<file path="src/rtl/uirq_pkg.sv">
package uirq_pkg;
  localparam int NSRC    = 4;
  localparam int SRC_TXE = 0;
  localparam int SRC_RXA = 1;
  localparam int SRC_PAR = 2;
  localparam int SRC_FLT = 3;
endpackage

</file>
<file path="src/rtl/uirq_txe_latch.sv">
module uirq_txe_latch (
  input  logic clk,
  input  logic rst,
  input  logic lvl,
  input  logic clr,
  output logic flag
);
  logic prev;
  logic rise;

  assign rise = lvl & ~prev;

  always_ff @(posedge clk) begin
    if (rst) begin
      prev <= 1'b0;
      flag <= 1'b0;
    end else begin
      prev <= lvl;
      // a new empty event outranks the acknowledge
      if (rise)
        flag <= 1'b1;
      else if (clr)
        flag <= 1'b0;
    end
  end
endmodule

</file>
<file path="src/rtl/uirq_fault_track.sv">
module uirq_fault_track (
  input  logic clk,
  input  logic rst,
  input  logic shutdown,
  input  logic rx_line,
  input  logic frame_done,
  input  logic frame_bad,
  output logic flt
);
  logic shdn_prev;
  logic rx_prev;
  logic mode_edge;
  logic line_edge;

  assign mode_edge = shutdown ^ shdn_prev;
  assign line_edge = rx_line ^ rx_prev;

  always_ff @(posedge clk) begin
    if (rst) begin
      shdn_prev <= 1'b0;
      rx_prev   <= 1'b1;
      flt       <= 1'b0;
    end else begin
      shdn_prev <= shutdown;
      rx_prev   <= rx_line;
      if (mode_edge)
        flt <= 1'b0;
      else if (shutdown) begin
        if (line_edge)
          flt <= 1'b1;
      end else if (frame_done)
        flt <= frame_bad;
    end
  end
endmodule

</file>
<file path="src/rtl/uirq_word_pack.sv">
module uirq_word_pack #(
  parameter int DATA_W = 8,
  parameter int WORD_W = 16
) (
  input  logic              clk,
  input  logic              rst,
  input  logic              rxa,
  input  logic              txe_lvl,
  input  logic              flt,
  input  logic              cts_n,
  input  logic              par,
  input  logic [DATA_W-1:0] data,
  output logic [WORD_W-1:0] word
);
  localparam int PAD_W = WORD_W - DATA_W - 5;

  always_ff @(posedge clk) begin
    if (rst)
      word <= '0;
    else
      word <= {rxa, txe_lvl, {PAD_W{1'b0}}, flt, ~cts_n, par, data};
  end
endmodule

</file>
<file path="src/rtl/uart_irq_ctrl.sv">
module uart_irq_ctrl
  import uirq_pkg::*;
#(
  parameter int DATA_W = 8,
  parameter int WORD_W = 16
) (
  input  logic              clk,
  input  logic              rst,
  input  logic              cfg_wr,
  input  logic [NSRC-1:0]   cfg_mask,
  input  logic              txbuf_empty,
  input  logic              access_done,
  input  logic              rx_avail,
  input  logic              par_en,
  input  logic              fifo_par_bit,
  input  logic              shutdown,
  input  logic              rx_line,
  input  logic              frame_done,
  input  logic              frame_bad,
  input  logic              cts_n,
  input  logic [DATA_W-1:0] rx_data,
  output logic              irq_n,
  output logic [WORD_W-1:0] rdback
);
  logic [NSRC-1:0] mask_q;
  logic [NSRC-1:0] src;
  logic [NSRC-1:0] gated;
  logic            txe_flag;
  logic            flt_q;
  logic            par_src;

  always_ff @(posedge clk) begin
    if (rst)
      mask_q <= '0;
    else if (cfg_wr)
      mask_q <= cfg_mask;
  end

  uirq_txe_latch u_txe (
    .clk (clk),
    .rst (rst),
    .lvl (txbuf_empty),
    .clr (access_done),
    .flag(txe_flag)
  );

  uirq_fault_track u_flt (
    .clk       (clk),
    .rst       (rst),
    .shutdown  (shutdown),
    .rx_line   (rx_line),
    .frame_done(frame_done),
    .frame_bad (frame_bad),
    .flt       (flt_q)
  );

  assign par_src = par_en & fifo_par_bit & rx_avail;

  always_comb begin
    src          = '0;
    src[SRC_TXE] = txe_flag;
    src[SRC_RXA] = rx_avail;
    src[SRC_PAR] = par_src;
    src[SRC_FLT] = flt_q;
  end

  for (genvar i = 0; i < NSRC; i++) begin : g_gate
    assign gated[i] = src[i] & mask_q[i];
  end

  always_ff @(posedge clk) begin
    if (rst)
      irq_n <= 1'b1;
    else
      irq_n <= ~(|gated);
  end

  uirq_word_pack #(.DATA_W(DATA_W), .WORD_W(WORD_W)) u_pack (
    .clk    (clk),
    .rst    (rst),
    .rxa    (rx_avail),
    .txe_lvl(txbuf_empty),
    .flt    (flt_q),
    .cts_n  (cts_n),
    .par    (par_src),
    .data   (rx_data),
    .word   (rdback)
  );
endmodule

</file>
<file path="config.mk">
export PLATFORM = sky130hd
export DESIGN_NAME = uart_irq_ctrl
export DESIGN_NICKNAME = d
export VERILOG_FILES = /design/src/rtl/uirq_pkg.sv /design/src/rtl/uirq_txe_latch.sv /design/src/rtl/uirq_fault_track.sv /design/src/rtl/uirq_word_pack.sv /design/src/rtl/uart_irq_ctrl.sv
export SDC_FILE = /design/constraint.sdc
export NUM_CORES = 1
export LEC_CHECK = 0
export ABC_CLOCK_PERIOD_IN_PS = 1950
export BUFFER_PORTS_ARGS = -buffer_cell sky130_fd_sc_hd__buf_2
export CORE_MARGIN = 1
export CORE_UTILIZATION = 45
export DETAILED_ROUTE_END_ITERATION = 7
export GPL_ROUTABILITY_DRIVEN = 0
export PLACE_DENSITY = 0.81
export SYNTH_ARGS = -nofsm -noshare
export SYNTH_HDL_FRONTEND = slang
export SYNTH_HIERARCHICAL = 1
export SYNTH_SLANG_ARGS = --single-unit
</file>
<file path="constraint.sdc">
create_clock -name clk -period 1.95 [get_ports clk]
set_input_delay 0.0975 -clock clk [delete_from_list [all_inputs] [get_ports clk]]
set_output_delay 0.0975 -clock clk [all_outputs]
set_load 0.03 [all_outputs]
</file>
# ---- Word level (Yosys, flattened, before mapping)
# Index checks and enable logic that the tools add are counted.
# Widths: inputs -> output; s select.
dict set report word_totals {
  register_bits 26
}
dict set report op_classes {
  n_eq_ne 1
  mux 5
  n_bitwise 12
  n_reduce_logical 5
}
# op n
set ops {}
lappend ops {{$and 1x1->1} 7}
lappend ops {{$mux 1} 5}
lappend ops {{$reduce_bool 2->1} 2}
lappend ops {{$reduce_or 4->1} 1}
lappend ops {{$not 1->1} 3}
lappend ops {{$ne 2x1->1 const B} 1}
lappend ops {{$reduce_and 2->1} 1}
lappend ops {{$reduce_or 2->1} 1}
lappend ops {{$xor 1x1->1} 2}

# ---- Longest topological paths before layout
# Gate-level depths: netlist (run 1).
dict set report logic_depth {
  ltp_word 5
  mapped_depth 3
  depth_no_buf 3
}

# ---- Modules after synthesis
# The synthesis (run 1) kept the hierarchy.
# module n_inst cells_per_inst area_each_um2
set by_module_without_submodules {}
lappend by_module_without_submodules {uirq_word_pack 1 31 401.6}
lappend by_module_without_submodules {uart_irq_ctrl 1 18 190.2}
lappend by_module_without_submodules {uirq_fault_track 1 9 115.1}
lappend by_module_without_submodules {uirq_txe_latch 1 6 67.6}

# ---- Worst setup path before layout (run 1)
# OpenSTA, ideal clock, no wires.
dict set report synth_timing {
  kind {register to register}
  start {reg u_flt.rx_prev}
  end {reg u_flt.flt}
  arrival_ns 0.688
  t_required_ns 1.822
  slack_ns 1.134
  path_stages_with_launch 4
  path_buffers 0
  path_cell_list {dfxtp_1 xor2_1 o211ai_1 o41ai_2}
}
dict set report synth_between {
  elab_chain_cells 3
}
# element line
set synth_lines {}
lappend synth_lines {{start, declared} uirq_fault_track.sv:11} ;# logic rx_prev;
lappend synth_lines {{start signal, assigned} uirq_fault_track.sv:25} ;# rx_prev <= rx_line;
lappend synth_lines {{$xor 1x1->1} uirq_fault_track.sv:16} ;# assign line_edge = rx_line ^ rx_prev;
lappend synth_lines {{$ne 2x1->1 (no line)} n/a}
lappend synth_lines {{$reduce_and 2->1 (no line)} n/a}
lappend synth_lines {{end signal, assigned} uirq_fault_track.sv:32} ;# flt <= frame_bad;
lappend synth_lines {{end, declared} uirq_fault_track.sv:8} ;# output logic flt
# No other way between the ends.
# A chain may end at the register's enable or synchronous reset.

# ---- Final worst setup path (run 1)
dict set report layout_timing {
  start {in rx_line}
  end {reg u_flt.flt}
}
dict set report layout_between {
  elab_chain_cells 3
}
# element line
set layout_lines {}
lappend layout_lines {{start, declared} uart_irq_ctrl.sv:17} ;# input logic rx_line,
lappend layout_lines {{$xor 1x1->1} uirq_fault_track.sv:16}
lappend layout_lines {{$ne 2x1->1 (no line)} n/a}
lappend layout_lines {{$reduce_and 2->1 (no line)} n/a}
# No other way between the ends.

==> results of run 1 <==
[registers in the layout (all words and copies together), names as in the netlist]
| register | flops |
|---|---|
| u_pack/word | 13 |
| mask_q | 4 |
| irq_n | 1 |
| u_flt/flt | 1 |
| u_flt/rx_prev | 1 |
| u_flt/shdn_prev | 1 |
| u_txe/flag | 1 |
| u_txe/prev | 1 |
[metrics by stage]
stage               util, %  total power, mW
floorplan                 -            0.592
global placement       61.2            0.629
detailed placement     61.2            0.632
CTS                    69.3            0.855
global route           70.0            0.891
finish                 70.0            0.849
[critical path, stage by stage]
cell and delay (ns):
dlygate4sd3_1 0.53, buf_2 0.13, xor2_1 0.13, o211ai_1 0.18, o41ai_2 0.10
[Yosys cell counts, types with 2 or more instances]
master / instances
dfxtp_1: 23
nor2b_2: 9
mux2i_1: 5
nor2_1: 5
buf_4: 3
nor2b_1: 3
and2b_1: 2
nand2b_1: 2
[per-layer routing]
layer  wire length [um]  GRT usage [%]  up-vias
li1                   -              -      302
met1                571           19.3      266
met2                807           28.5       26
met3                 92           2.50        2
met4                  8           5.63        0
met5                  0              0        -
[cell type report]
cell class              instances  area, um2  area share, %
clock inverters                 1       5.00          0.459
clock buffers                   3       22.5           2.06
well taps                      16       20.0           1.83
multi-input cells              38        283           25.9
repair buffers                 49        300           27.5
flip-flops and latches         23        460           42.2
[power by group]
part | internal [mW] | leakage (nW) | total (mW) | switching [mW]
registers | 0.494 | 0.191 | 0.503 | 0.00820
logic | 0.0627 | 0.330 | 0.136 | 0.0738
clock network | 0.0764 | 0.0177 | 0.210 | 0.133
total | 0.634 | 0.539 | 0.849 | 0.215
[how the worst min path moves through the flow]
stage	start	end	slack, ns	cells past startpoint
5_1_grt	txbuf_empty	u_txe/prev	0.03	2
2_1_floorplan	rst	u_txe/flag	0.16	1
3_3_place_gp	cts_n	u_pack/word[9]	0.26	2
3_5_place_dp	cts_n	u_pack/word[9]	0.26	2
4_1_cts	rx_line	u_flt/rx_prev	0.0007	2
6_report	txbuf_empty	u_txe/prev	0.02	2
[kinds of logic after synthesis]
| group | Yosys count | synth area share, % |
|---|---|---|
| AO/OA/AOI/OAI | 5 | 6.46 |
| XOR/XNOR | 1 | 1.13 |
| buffers and inverters | 5 | 5.01 |
| flip-flops | 23 | 59.5 |
| multiplexers | 5 | 6.46 |
| other | 1 | 0.484 |
| AND/OR/NAND/NOR | 24 | 21.0 |
==> flow_summary.toml, run 1 <==
[status]
status = "complete, but fails checks"
violations = "design-rule violations"

[clock_tree]
cts_resized = 0
cts_inserted_buffers = 3
postCtsSetupBuffers = 0
cts_buffer_depth = 2
cts.sinks = 23
path_clk_slew_ns = 0.12
clk_latency_ns = 0.30
cts_hold_buf = 10
htree_levels = 1
cts_tree = "yes"
cts_root_buf = "clkbuf_4"

[floorplanning]
num_io_pins = 42
coreArea_um2 = 1560
start_util_pct = 49.7
dieArea_um2 = 1890
die_height_um = 43.5
rows = 14
die_w_um = 43.5

[worst_setup_path]
cp.arrival_ns = 1.17
startpoint_type = "input port"
r2r_end = "irq_n"
worst-r2r-cell-count = 2
endpoint = "u_flt/flt"
reg2reg_from = "u_txe/flag"
cp-startpoint = "rx_line"
endpoint_kind = "register"
worstSetupPathType = "in -> reg"
rrSetupSlack_ns = 1.06
cp.required_ns = 2.14
crit_fanout = 2

[drt]
drt.antenna.violating_nets = 0
drt-total-wl_um = 1480
dr.pass1.iters = 7
vias_per_cell = 4.58
vias = 596
wl_per_cell_um = 11.4
drc = 8
drt_iter0_markers = 13

[global_routing]
grt_max_degree = 24
grt_pass1_vias = 514
antenna_found_initial = 0
grt_usage_pct = 15.9
grt_pass1_wl_um = 2220
grt_overflow = 0

[yosys]
ys.flop_type = "dfxtp_1"
postSynthCellCount = 64
synth_area_leaders = "dfxtp_1 (59%), nor2b_2 (10%), mux2i_1 (6.5%), buf_4 (2.9%), nor2_1 (2.4%)"
yosysTopAreaCell = "dfxtp_1"
syn_area_um2 = 774
yosys_warnings = 6
ys_seq_area_share_pct = 59.5
async_flop_share_pct = 0
synth_edf_count = 0
yosysUniqueCellTypes = 20
avgSynthCellArea_um2 = 12.1
ys_seq_elements = 23
synth.top_cell.area_share_pct = 59.5

[layout]
mostFrequentLayoutCell = "buf_2"
finalNonFillerCells = 130
final_cell_mix = "buf_2 (38), dfxtp_1 (23), dlygate4sd3_1 (11)"
final_layout_size_suffix_gt1_share_pct = 47.4
antenna_cells = 0
nets = 140
fin_area_um2 = 1090
areaGrowthSynthToFinish_pct = 40.9
n_fill_cell = 128

[power_and_ir_drop]
p_leak_nw = 0.539
pwr_density_cell_nw_per_um2 = 778
ir_drop_mv = 0.470

[place]
place_area_um2 = 953
dp_hpwl_um = 934
dp_cells = 115
port_buffers = 38
post-place-ws_ns = 0.954

[sta]
holdWs_ns = 0.0230
rsz0062_at_grt = "false"
worst_slack_ns = 0.966
finalCritPeriodShare_pct = 50.5
clock_skew_ns = 0.00505
fmax_ghz = 1.02
fin_setup_tns_ns = 0
final.min_clock_period_ns = 0.984
finalMaxSlewViolations = 0
finalHoldViolations = 0
setup_viol = 0

[hold_path]
hold_class = "in -> reg"

[run]
cap_violations = 0
No activity file was read; power rests on OpenSTA's default activity.
==> run 2, diff against run 1 <==
--- a/config.mk
+++ b/config.mk
@@ -5,13 +5,14 @@
 export SDC_FILE = /design/constraint.sdc
 export NUM_CORES = 1
 export LEC_CHECK = 0
-export ABC_CLOCK_PERIOD_IN_PS = 1950
+export ABC_AREA = 1
+export ABC_CLOCK_PERIOD_IN_PS = 1000
 export BUFFER_PORTS_ARGS = -buffer_cell sky130_fd_sc_hd__buf_2
 export CORE_MARGIN = 1
-export CORE_UTILIZATION = 45
+export CORE_UTILIZATION = 43
 export DETAILED_ROUTE_END_ITERATION = 7
 export GPL_ROUTABILITY_DRIVEN = 0
-export PLACE_DENSITY = 0.81
+export PLACE_DENSITY = 0.77
 export SYNTH_ARGS = -nofsm -noshare
 export SYNTH_HDL_FRONTEND = slang
 export SYNTH_HIERARCHICAL = 1
==> constraint.sdc (replaced) <==
create_clock -name clk -period 1 [get_ports clk]
set_input_delay 0.05 -clock clk [delete_from_list [all_inputs] [get_ports clk]]
set_output_delay 0.05 -clock clk [all_outputs]
set_load 0.03 [all_outputs]
==> flow_summary.toml, run 2 <==
[status]
status = "finished, final reports clean"

[yosys]
yosysUniqueCellTypes = 15
ys_seq_elements = 23
synth_most_common_cell = "nor2_1"
async_flop_share_pct = 0
avgSynthCellArea_um2 = 7.77
synth_common_cells = "nor2_1 (24), dfxtp_1 (23), inv_1 (23), nand2_1 (15), o21ai_0 (4)"
synth_edf_count = 0
synth.top_cell.area_share_pct = 57.0
ys_seq_area_share_pct = 57.0
syn_area_um2 = 808
ys.flop_type = "dfxtp_1"
yosysTopAreaCell = "dfxtp_1"
postSynthCellCount = 104
synth_area_leaders = "dfxtp_1 (57%), nor2_1 (11%), inv_1 (11%), nand2_1 (7.0%), buf_4 (2.8%)"
yosys_warnings = 6

[floorplanning]
die_w_um = 45.4
coreArea_um2 = 1750
rows = 15
num_io_pins = 42
die_height_um = 45.4
dieArea_um2 = 2060
start_util_pct = 46.3

[sta]
finalMaxSlewViolations = 0
finalHoldViolations = 0
clock_skew_ns = 0.00299
final.min_clock_period_ns = 0.880
worst_slack_ns = 0.120
rsz0062_at_grt = "false"
holdWs_ns = 0.0547
fmax_ghz = 1.14
fin_setup_tns_ns = 0
setup_viol = 0
finalCritPeriodShare_pct = 88.0

[worst_setup_path]
cp.required_ns = 0.95
crit_chain = "buf_2"
reg2reg_from = "u_flt/flt"
cp.arrival_ns = 0.83
endpoint_kind = "primary output"
crit_cells = 1
path_buf_inv = 1
critPathSlowestCell = "dfxtp_1"
cp_top_family = "flip-flops"
startpoint_type = "register"
worstSetupPathType = "reg -> out"
slowest_delay_ns = 0.34
cp-startpoint = "u_pack/word[0]"
worst-r2r-cell-count = 5
crit_fanout = 1

[power_and_ir_drop]
pwr_density_cell_nw_per_um2 = 1380
p_leak_nw = 0.703
ir_drop_mv = 0.955

[clock_tree]
cts_tree = "yes"
clk_latency_ns = 0.29
cts_root_buf = "clkbuf_4"
cts_buffer_depth = 2
cts_inserted_buffers = 3
cts.sinks = 23
path_clk_slew_ns = 0.12
htree_levels = 1
cts_resized = 0

[layout]
final_layout_size_suffix_gt1_share_pct = 28.7
antenna_cells = 0
final_cell_mix = "buf_2 (38), nor2_1 (24), inv_1 (23), dfxtp_1 (23), dlygate4sd3_1 (19)"
largest_reg_flops = 13
nets = 190
mostFrequentLayoutCell = "buf_2"
top_regs = "u_pack/word x13, mask_q x4"
areaGrowthSynthToFinish_pct = 51.9
top_register = "u_pack/word"
finalNonFillerCells = 189
fin_area_um2 = 1230

[drt]
drt_iter0_markers = 8
wl_per_cell_um = 8.88
vias = 756
vias_per_cell = 4.00
drt.antenna.violating_nets = 0
drt-total-wl_um = 1680
dr.pass1.iters = 4
drc = 0

[place]
dp_cells = 166
place_area_um2 = 1010
dp_hpwl_um = 1060
post-place-ws_ns = 0.305
port_buffers = 38

[global_routing]
antenna_found_initial = 0
grt_pass1_vias = 640
grt_usage_pct = 17.9
grt_overflow = 0
grt_pass1_wl_um = 2600
grt_max_degree = 13

[hold_path]
hp-start = "cfg_wr"
min_path_cells = 3
hold_class = "in -> reg"

[run]
cap_violations = 0
## run 2: changes by cell type after synthesis, sizes merged, moves of 5 or more
cell   change
nand2     +15
mux2i      -5
nor2b     -12
nor2      +20
inv       +25
## run 2: kinds of logic (layout without fill, tap and decap cells)
kind of cell,count (synthesis),count (layout),share of synthesized area (%)
DFF,23,23,57.0
and+or+nand+nor,46,46,23.7
AOI/OAI and AO/OA,5,5,3.10
other,1,3,0.464
buffers and inverters,29,87,15.8
## run 2: where the power goes
group	switching [mW]	internal [mW]	leakage [nW]
logic	0.168	0.136	0.497
clock network	0.245	0.155	0.0150
registers	0.0180	0.967	0.191
## run 2: stage by stage
step	utilization, %	total power [mW]
final	70.3	1.69
after global routing	70.3	1.78
after CTS	70.3	1.71
after detailed placement	57.9	1.25
after global placement	57.9	1.24
after floorplan	-	1.16
## run 2: final cells by class
| class | count | area (um2) |
|---|---|---|
| Clock buffer | 4 | 26.3 |
| Fill cell | 137 | 518 |
| Inverter | 25 | 93.8 |
| Multi-Input combinational cell | 54 | 228 |
| Sequential cell | 23 | 460 |
| Tap cell | 25 | 31.3 |
| Timing Repair Buffer | 58 | 388 |
## run 2: per-layer routing
| layer | part of all wire (%) | up-vias | GRT usage, % | wire length (um) |
|---|---|---|---|---|
| met5 | 0 | - | 0 | 0 |
| met4 | 0.83 | 0 | 5.45 | 14 |
| met3 | 5.4 | 2 | 4.00 | 91 |
| met2 | 50 | 29 | 32.8 | 844 |
| met1 | 43 | 309 | 20.6 | 727 |
| li1 | - | 416 | - | - |
## run 2: final timing paths
path                      to  slack [ns]
min                mask_q[3]        0.05
max reg2reg            irq_n        0.29
min reg2reg  u_pack/word[10]        0.45
max                rdback[0]        0.12
## run 2: worst register-to-register path, stage by stage, from the launching register on
cell     delay, ns
dfxtp_1       0.37
nand2_1       0.06
nand2_1       0.06
nor2_1        0.03
nand2_1       0.05
nand2_1       0.05
## run 2: timing repair
action,CTS,global route
hold endpoints to repair,19,0
buffers inserted,0,0
hold buffers,19,0
==> run 3, diff against run 2 <==
--- a/config.mk
+++ b/config.mk
@@ -13,6 +13,7 @@
 export DETAILED_ROUTE_END_ITERATION = 7
 export GPL_ROUTABILITY_DRIVEN = 0
 export PLACE_DENSITY = 0.77
+export RECOVER_POWER = 25
 export SYNTH_ARGS = -nofsm -noshare
 export SYNTH_HDL_FRONTEND = slang
 export SYNTH_HIERARCHICAL = 1
==> flow_summary.toml, run 3 (synthesis results as in run 2) <==
[worst_setup_path]
worstSetupPathType = "in -> reg"
crit_fanout = 12
rrSetupSlack_ns = 0.29
critPathSlowestCell = "dlygate4sd3_1"
worst-r2r-cell-count = 5
cp-startpoint = "rst"
r2r_end = "irq_n"
cp.required_ns = 1.19
path_buf_inv = 3
endpoint = "u_pack/word[6]"
reg2reg_from = "u_flt/flt"
startpoint_type = "input port"
cp.arrival_ns = 1.07
crit_chain = "dlygate4sd3_1 -> buf_2 -> clkbuf_2 -> nor2_1"
slowest_delay_ns = 0.52
endpoint_kind = "register"
crit_cells = 4
cp_top_family = "buffers and inverters"

[power_and_ir_drop]
swShare_pct = 25.4
pwr_density_cell_nw_per_um2 = 1380
p_leak_nw = 0.701
seqPwrFrac_pct = 58.5
pwr-share-clk_pct = 23.7
p_sw_mw = 0.428
internal_power_mw = 1.26
comb_power_share_pct = 17.8
ir_drop_mv = 0.953

[drt]
wl_met2_um = 840
vias_per_cell = 4.04
wl_per_cell_um = 8.89
highest_layer = "met4"
dr.pass1.iters = 5
drt_iter0_markers = 7
vias = 763
drt-total-wl_um = 1680
route.met3.wl_um = 100
drc = 0
wl_met1_um = 725
drt.antenna.violating_nets = 0

[layout]
top_register = "u_pack/word"
final_layout_size_suffix_gt1_share_pct = 26.8
nets = 190
antenna_cells = 0
largest_reg_flops = 13
top_regs = "u_pack/word x13, mask_q x4"
areaGrowthSynthToFinish_pct = 51.1
final_cell_mix = "buf_2 (37), nor2_1 (25), inv_1 (24)"
mostFrequentLayoutCell = "buf_2"

[clock_tree]
cts_buffer_depth = 2
clk_latency_ns = 0.29
htree_levels = 1
path_clk_slew_ns = 0.12
postCtsSetupBuffers = 0
cts_tree = "yes"
cts_resized = 0
cts.sinks = 23
cts_root_buf = "clkbuf_4"
cts_inserted_buffers = 3

[sta]
worst_slack_ns = 0.116
fmax_ghz = 1.13
finalMaxSlewViolations = 0
rsz0062_at_grt = "false"
final.min_clock_period_ns = 0.884
holdWs_ns = 0.0557
finalHoldViolations = 0
finalCritPeriodShare_pct = 88.4
clock_skew_ns = 0.00290
fin_setup_tns_ns = 0
setup_viol = 0

[floorplanning]
rows = 15
start_util_pct = 46.3
coreArea_um2 = 1750
die_height_um = 45.4
dieArea_um2 = 2060
die_w_um = 45.4
num_io_pins = 42

[hold_path]
hold_class = "in -> reg"

[global_routing]
antenna_found_initial = 0
grt_usage_pct = 17.9
grt_pass1_vias = 640
grt_pass1_wl_um = 2600
grt_max_degree = 13
grt_overflow = 0

[place]
post-place-ws_ns = 0.305
port_buffers = 38
dp_hpwl_um = 1060

[run]
cap_violations = 0

[status]
status = "finished, final reports clean"
## run 3: stage by stage
| step | area (um2) | cells | total power, mW | util [%] |
|---|---|---|---|---|
| 6_report | 1220 | 189 | 1.68 | 70.0 |
| 5_1_grt | 1220 | 189 | 1.78 | 70.0 |
| 4_1_cts | 1230 | 189 | 1.71 | 70.3 |
| 3_5_place_dp | 1010 | 166 | 1.25 | 57.9 |
| 3_3_place_gp | 1010 | 166 | 1.24 | 57.9 |
| 2_1_floorplan | 816 | 106 | 1.16 | - |
## run 3: worst min-delay path by stage
stage                            start              end  slack, ns  cells after the start
final                           cfg_wr        mask_q[3]       0.06                      3
after global routing      fifo_par_bit            irq_n       0.06                      4
after CTS                       cfg_wr        mask_q[3]       0.02                      3
after detailed placement         cts_n   u_pack/word[9]       0.21                      2
after global placement           cts_n   u_pack/word[9]       0.21                      2
after floorplan                    rst  u_pack/word[14]       0.12                      1
## run 3: worst min-delay path: cells and delay by family
kind / cells / cell delay [ns]
buffers and inverters: 1 / 0.11
and+or+nand+nor: 1 / 0.08
AOI/OAI and AO/OA: 1 / 0.07
## run 3: final cells by class
class	count	area (um2)
Multi-Input combinational cell	54	225
Tap cell	25	31.3
Clock buffer	4	26.3
Inverter	25	93.8
Sequential cell	23	460
Timing Repair Buffer	58	384
Fill cell	139	524
## run 3: power by group through the flow
| stage | Combinational, mW | Sequential [mW] | Clock [mW] |
|---|---|---|---|
| final | 0.300 | 0.985 | 0.399 |
| after global routing | 0.334 | 0.990 | 0.454 |
| after detailed placement | 0.244 | 1.01 | 0 |
| after global placement | 0.240 | 1.00 | 0 |
| after floorplan | 0.100 | 1.06 | 0 |
| after CTS | 0.301 | 0.984 | 0.425 |
## run 3: routing by layer
| layer | vias to the layer above | global-route usage (%) |
|---|---|---|
| met1 | 313 | 20.6 |
| met2 | 33 | 32.8 |
| met3 | 2 | 4.00 |
| li1 | 415 | - |
| met5 | - | 0 |
| met4 | 0 | 5.45 |
## run 3: what timing repair did
| item | in CTS | in global routing |
|---|---|---|
| endpoints found under the setup margin | 0 | 0 |
| hold buffers | 19 | 0 |
| hold endpoints to repair | 19 | 0 |
